**config.mk**
```make
export PLATFORM = sky130hd
export DESIGN_NAME = sar_adc_ctrl
export DESIGN_NICKNAME = d
export VERILOG_FILES = /design/src/rtl/sar_pkg.sv /design/src/rtl/sar_bit_pointer.sv /design/src/rtl/sar_code_accum.sv /design/src/rtl/sar_seq_ctrl.sv /design/src/rtl/sar_adc_ctrl.sv
export SDC_FILE = /design/constraint.sdc
export NUM_CORES = 1
export LEC_CHECK = 0
export BUFFER_PORTS_ARGS = -buffer_cell sky130_fd_sc_hd__buf_2
export CAP_MARGIN = 20
export CELL_PAD_IN_SITES_DETAIL_PLACEMENT = 1
export CELL_PAD_IN_SITES_GLOBAL_PLACEMENT = 1
export CORE_MARGIN = 5
export CORE_UTILIZATION = 44
export CTS_BUF_LIST = sky130_fd_sc_hd__clkbuf_4
export DETAILED_ROUTE_END_ITERATION = 16
export PLACE_DENSITY_LB_ADDON = 0.25
export SYNTH_ARGS = -nofsm -noshare
export SYNTH_HDL_FRONTEND = slang
export SYNTH_SLANG_ARGS = --single-unit
```
**constraint.sdc**
```tcl
create_clock -name clk -period 1.5 [get_ports clk]
set_input_delay 0.15 -clock clk [delete_from_list [all_inputs] [get_ports clk]]
set_output_delay 0.15 -clock clk [all_outputs]
set_load 0.02 [all_outputs]
```
**src/rtl/sar_pkg.sv**
```systemverilog
// Package: shared types for the successive approximation controller.
// Assumes: nothing beyond standard SystemVerilog.
package sar_pkg;
    // Sequencer phase: waiting for a start, or resolving bits.
    typedef enum logic {
        PH_IDLE = 1'b0,
        PH_CONV = 1'b1
    } sar_phase_e;
endpackage

```
**src/rtl/sar_bit_pointer.sv**
```systemverilog
// Module: one-hot pointer to the bit under trial.
// Loads the top bit on launch and walks one place toward bit 0 per decision.
// It becomes all zero after bit 0 is decided.
// Assumes: load_i and step_i are never high together.
module sar_bit_pointer #(
    parameter int N = 10
) (
    input  logic         clk,
    input  logic         rst_n,
    input  logic         load_i,
    input  logic         step_i,
    output logic [N-1:0] ptr_o,
    output logic         last_o
);
    localparam logic [N-1:0] TOP_BIT = {1'b1, {(N-1){1'b0}}};

    logic [N-1:0] ptr_q;

    // Pointer register: load top bit, shift right on every decision.
    always_ff @(posedge clk) begin
        if (!rst_n) begin
            ptr_q <= '0;
        end else if (load_i) begin
            ptr_q <= TOP_BIT;
        end else if (step_i) begin
            ptr_q <= ptr_q >> 1;
        end
    end

    assign ptr_o  = ptr_q;
    assign last_o = ptr_q[0];
endmodule

```
**src/rtl/sar_code_accum.sv**
```systemverilog
// Module: accumulated code of decided bits.
// Clears on launch. On each decision it sets the pointed bit when the comparator says keep.
// Assumes: ptr_i is one-hot or zero.
module sar_code_accum #(
    parameter int N = 10
) (
    input  logic         clk,
    input  logic         rst_n,
    input  logic         clear_i,
    input  logic         step_i,
    input  logic         keep_i,
    input  logic [N-1:0] ptr_i,
    output logic [N-1:0] acc_o
);
    logic [N-1:0] acc_q;

    for (genvar b = 0; b < N; b++) begin : g_bit
        // Per-bit accumulator: cleared on launch, set once when kept.
        always_ff @(posedge clk) begin
            if (!rst_n) begin
                acc_q[b] <= 1'b0;
            end else if (clear_i) begin
                acc_q[b] <= 1'b0;
            end else if (step_i && ptr_i[b] && keep_i) begin
                acc_q[b] <= 1'b1;
            end
        end
    end

    assign acc_o = acc_q;
endmodule

```
**src/rtl/sar_seq_ctrl.sv**
```systemverilog
// Module: conversion sequencer.
// Accepts a start only when idle and runs one decision per cycle until the pointer reaches bit 0.
// On finishing it registers the result and pulses done.
// Assumes: last_i is high exactly in the cycle bit 0 is under trial.
module sar_seq_ctrl
    import sar_pkg::*;
#(
    parameter int N = 10
) (
    input  logic         clk,
    input  logic         rst_n,
    input  logic         start_i,
    input  logic         last_i,
    input  logic         cmp_i,
    input  logic [N-1:0] acc_i,
    input  logic [N-1:0] ptr_i,
    output logic         launch_o,
    output logic         step_o,
    output logic         busy_o,
    output logic         done_o,
    output logic [N-1:0] result_o
);
    sar_phase_e   phase_q;
    logic         done_q;
    logic [N-1:0] result_q;
    logic         finish;

    assign launch_o = start_i && (phase_q == PH_IDLE);
    assign step_o   = (phase_q == PH_CONV);
    assign finish   = step_o && last_i;

    // Phase register: idle -> conv on launch, conv -> idle after bit 0.
    always_ff @(posedge clk) begin
        if (!rst_n) begin
            phase_q <= PH_IDLE;
        end else if (launch_o) begin
            phase_q <= PH_CONV;
        end else if (finish) begin
            phase_q <= PH_IDLE;
        end
    end

    // Done pulse: high for the one cycle after the final decision.
    always_ff @(posedge clk) begin
        if (!rst_n) begin
            done_q <= 1'b0;
        end else begin
            done_q <= finish;
        end
    end

    // Result register: captures the full code including the final bit decision.
    always_ff @(posedge clk) begin
        if (!rst_n) begin
            result_q <= '0;
        end else if (finish) begin
            result_q <= acc_i | (cmp_i ? ptr_i : '0);
        end
    end

    assign busy_o   = step_o;
    assign done_o   = done_q;
    assign result_o = result_q;
endmodule

```
**src/rtl/sar_adc_ctrl.sv**
```systemverilog
// Module: top of the successive approximation controller.
// Binary search over an N-bit code, one bit per clock, MSB first.
// Trial code = decided bits OR pointer, forced to zero when idle.
// Assumes: the comparator input settles within one clock of a new trial code.
module sar_adc_ctrl #(
    parameter int N = 10
) (
    input  logic         clk,
    input  logic         rst_n,
    input  logic         start_i,
    input  logic         cmp_below_i,
    output logic [N-1:0] trial_code_o,
    output logic [N-1:0] result_o,
    output logic         busy_o,
    output logic         done_o
);
    logic         launch;
    logic         step;
    logic         last;
    logic [N-1:0] ptr;
    logic [N-1:0] acc;

    sar_seq_ctrl #(.N(N)) u_seq (
        .clk      (clk),
        .rst_n    (rst_n),
        .start_i  (start_i),
        .last_i   (last),
        .cmp_i    (cmp_below_i),
        .acc_i    (acc),
        .ptr_i    (ptr),
        .launch_o (launch),
        .step_o   (step),
        .busy_o   (busy_o),
        .done_o   (done_o),
        .result_o (result_o)
    );

    sar_bit_pointer #(.N(N)) u_ptr (
        .clk    (clk),
        .rst_n  (rst_n),
        .load_i (launch),
        .step_i (step),
        .ptr_o  (ptr),
        .last_o (last)
    );

    sar_code_accum #(.N(N)) u_acc (
        .clk     (clk),
        .rst_n   (rst_n),
        .clear_i (launch),
        .step_i  (step),
        .keep_i  (cmp_below_i),
        .ptr_i   (ptr),
        .acc_o   (acc)
    );

    // DAC drive: combine decided bits with the bit under trial while converting.
    always_comb begin
        trial_code_o = busy_o ? (acc | ptr) : '0;
    end
endmodule

```
# [Word level (Yosys, flattened, before mapping)]
# Cells that the tools add are included.
[totals] ff_bits=32 latchBits=0 ram_bits=0 mem_bits_ro=0 in_bits=4 wordCells=49 n_memories=0
[op_classes] n_addsub=0 n_mul=0 div=0 magnitude_cmp=0 eq_ne=0 shifts=0 n_mux=6 n_bitwise=4 reduce_logical=24
[ops] cell="$mux 10" n=4
[ops] cell="$logic_and 1x1->1" n=21
[ops] cell="$or 10x10->10" n=2
[ops] cell="$reduce_bool 2->1" n=2
[ops] cell="$mux 1" n=2
[ops] cell="$not 1->1" n=2
[ops] cell="$reduce_or 2->1" n=1

# [Logic depth before layout (Yosys ltp)]
[depth] ltp_word=3 depth_mapped=5 mapped_depth_nobuf=2

# [Hierarchy]
# Synthesis repeated with hierarchy kept, for this count alone.
[hier_totals] hier_cells=132 hier_area_um2=1301.2
[by_module_without_submodules] mod="sar_seq_ctrl" n_inst=1 cells_each=53 area_each_um2=499.2 seq_area_each_um2=240.2
[by_module_without_submodules] mod="sar_bit_pointer" n_inst=1 cells_each=34 area_each_um2=367.9 seq_area_each_um2=200.2
[by_module_without_submodules] mod="sar_code_accum" n_inst=1 cells_each=34 area_each_um2=347.8 seq_area_each_um2=200.2
[by_module_without_submodules] mod="sar_adc_ctrl" n_inst=1 cells_each=11 area_each_um2=86.3 seq_area_each_um2=0.0

# [Worst setup path after synthesis]
# Ideal clock, no wire load.
[synth_timing] path_type="flip-flop to output port" start="register u_seq.phase_q (netlist: u_seq.busy_o)" end="output port trial_code_o[0]" arrival_ns=1.137 required_ns=1.350 slack_ns=0.213 path_stages_with_launch=5 cell_sequence="dfxtp_1 -> buf_4 -> buf_6 -> buf_4 -> o21a_1"
[synth_between] elab_chain_len=1
[synth_lines] item="start: declaration" line_no="sar_seq_ctrl.sv:23" source="sar_phase_e phase_q;"
[synth_lines] item="start signal: assignment" line_no="sar_seq_ctrl.sv:35" source="phase_q <= PH_IDLE;"
[synth_lines] item="start signal: assignment" line_no="sar_seq_ctrl.sv:37" source="phase_q <= PH_CONV;"
[synth_lines] item="start signal: assignment" line_no="sar_seq_ctrl.sv:39" source="phase_q <= PH_IDLE;"
[synth_lines] item="$mux 10" line_no="sar_adc_ctrl.sv:59" source="trial_code_o = busy_o ? (acc | ptr) : '0;"
[synth_lines] item="end: declaration" line_no="sar_adc_ctrl.sv:12" source="output logic [N-1:0] trial_code_o,"
# No other way between the ends.

# [Final worst setup path]
[layout_timing] start="register u_seq.phase_q (netlist: u_seq.busy_o)" end="output port trial_code_o[3]"
# Same word-level chain as after synthesis.

==> flow_summary.ini <==
[clocking]
cts_made_buffers = 5
cts-root-buf = clkbuf_4
clkTransAtPathRegs_ns = 0.08
tritoncts = built
clock_latency_ns = 0.32
clkSinkCount = 32
clockBufferDepth = 2
hold_buffers = 0
h-tree-depth = 2
cts_resized = 0
post-cts-setup-buffers = 0

[timing]
fin_crit_ns = 1.395
post-route-period-util_pct = 93.02
finalHoldViolCount = 0
worst_pin_slew_ns = 0.4149
worst_slack_ns = 0.1048
clock_skew_ns = 0.007530
setup_violations = 0
slew_viol_final = 0
slew_headroom_pct = 72.27
fmax_mhz = 716.7
rsz0062_at_grt = no
setup_tns_ns = 0

[min_path]
hp-class = input pin to flip-flop
min_from = start_i

[power_and_ir_drop]
power_density_nw_per_um2 = 930.4
netSwitchingFraction_pct = 23.91
comb_power_share_pct = 7.8
clock_power_share_pct = 30.4
p_total_uw = 1391
peakVddDrop_v = 0.0004743
power.leakage_uw = 0.0005770
seq_power_share_pct = 61.8
switchingPower_uw = 332.6
intPower_uw = 1058

[routing]
drtIter0Drc = 49
drcViolationCount = 0
viasPerCell = 5.522
first_pass_iters = 3
avgRoutedWirePerCell_um = 15.56
vias = 983
drt_wl_total_um = 2770
met1Wirelength_um = 1374
met2_length_um = 1262
antenna_left = 0
met3_length_um = 95
route.top_layer_used = met4

[critical_path]
critPathKind = flip-flop to output pin
regToRegSetupSlack_ns = 0.26
worstReg2RegStart = u_seq.busy_o$_SDFFE_PN0P_
crit_path_start = u_seq.busy_o$_SDFFE_PN0P_
critPathRequiredTime_ns = 1.35
cp-start-kind = flip-flop
cp_data_arrival_time_ns = 1.25
critPathMaxStageDelay_ns = 0.37
crit_chain = buf_4, o21a_1, buf_2
crit_path_end_kind = output pin
cpMaxStageDelayCell = dfxtp_1
crit_path_max_fanout = 15

[global_routing]
grt_pass1_wl_um = 4823
grt_use_total_pct = 14.59
grt_overflow = 0
antenna_found_initial = 0
grt_max_degree = 21
grt_pass1_vias = 987

[placed_design]
detailed_place_hpwl_um = 1933
post-place-ws_ns = 0.3013
routabilityCongestion = 0.6960
numPortBuffers = 25

[synthesis]
synth_edf_count = 0
synth.avg_cell_area_um2 = 11.13
syn_inst = 119
ys_types = 17
synth_top_cell_by_area = dfxtp_1
ys_seq_area_share_pct = 48.35
yosysWarnings = 0
yosys-top-cells-area = dfxtp_1 48%, nor3b_2 9.4%, mux2i_1 6.8%
syn_area_um2 = 1325
synth.top_cell.area_share_pct = 48.35
ys_ff_latch = 32
synth_top_flop_cell = dfxtp_1
yosysMostFrequentCell = dfxtp_1
synth_commonest_cells = 32 x dfxtp_1, 11 x o21a_1
synth_fp_nets = 123
async_reset_ff_share_pct = 0

[layout]
antennaDiodeCount = 0
drive_gt1_share_pct = 31.72
layout.nets = 149
seq_area_um2 = 640.6
multi_input_area_um2 = 594.3
n_fill_cell = 339
area_delta_synth_final_pct = 12.84

[die]
die-area_um2 = 4209
io-pin-count = 26
placeableCoreArea_um2 = 2978
start_util_pct = 44.50
die_h_um = 64.88
placementRows = 20
dieWidth_um = 64.88

[run_status]
outcome = complete, no violations

[job]
cap_violations = 0
[power by group through the flow]
stage	combinational, µW	clock, µW	sequential, µW
6_report	108	423	860
5_1_grt	117	483	861
4_1_cts	108	447	860
3_5_place_dp	108	0	880
3_3_place_gp	106	0	879
2_1_floorplan	90.2	0	880
[worst paths after layout]
| path | end | cells after the start |
|---|---|---|
| worst max-delay path | trial_code_o[3] | 3 |
| worst min-delay path | u_seq.busy_o$_SDFFE_PN0P_ | 2 |
| worst max register to register | u_seq.result_o[9]$_SDFFE_PN0P_ | 3 |
| worst min register to register | u_seq.result_o[0]$_SDFFE_PN0P_ | 1 |
[final cells by class]
| class | instances | share of cell area [%] |
|---|---|---|
| multi-input combinational | 74 | 39.75 |
| timing repair buffer | 31 | 11.38 |
| clock inverter | 2 | 0.5021 |
| clock buffer | 5 | 2.510 |
| inverter | 1 | 0.2510 |
| sequential | 32 | 42.85 |
| tap | 33 | 2.762 |
[cell families after synthesis]
group	Yosys count	share of synthesized area (%)
AND/OR/NAND/NOR	24	16.53
buffers and inverters	13	6.798
multiplexers	9	6.799
flip-flops	32	48.35
AO/OA/AOI/OAI	41	21.53
[layout by cell type (no fill, tap or decap)]
cell type  netlist  layout
o2bb2ai_1       10      10
nor2_1           2       2
mux2i_1          9       9
clkinv_1         0       2
o21a_1          11      11
nor3b_1         10      10
inv_1            1       1
nor3b_2         10      10
a21oi_1          9       9
clkbuf_4         0       5
buf_2            3      25
a21boi_1         1       1
dfxtp_1         32      32
nor2b_1          1       1
buf_4            4       6
nand3_1          1       1
a31oi_1         10      10
[metal layers]
metal  global-route usage, %  vias to the layer above
met4                   5.541                        0
met1                   19.30                      471
met5                       0                        -
li1                        -                      492
met3                   3.293                        4
met2                   22.99                       16
[state kept, by name, indices dropped and copies added (netlist names)]
register / count
u_ptr.ptr_o: 10
u_seq.busy_o: 1
u_seq.done_o: 1
u_seq.result_o: 10
u_acc.acc_o: 10
[critical path, delay by kind of cell (launching register included)]
family | cells | cell delay [ns]
flip-flops | 1 | 0.37
buffers and inverters | 2 | 0.40
AO/OA/AOI/OAI | 1 | 0.15
[metrics by stage]
stage | instances | utilization [%] | hold WS [ns] | instance area, µm²
CTS | 178 | 50.21 | 0.05719 | 1495
finish | 178 | 50.21 | 0.06829 | 1495
detailed placement | 171 | 48.70 | 0.3895 | 1450
global route | 178 | 50.21 | 0.09170 | 1495
global placement | 171 | 48.70 | 0.3889 | 1450
floorplan | 119 | - | 0.2602 | 1325
No activity file was read; power rests on OpenSTA's default activity.
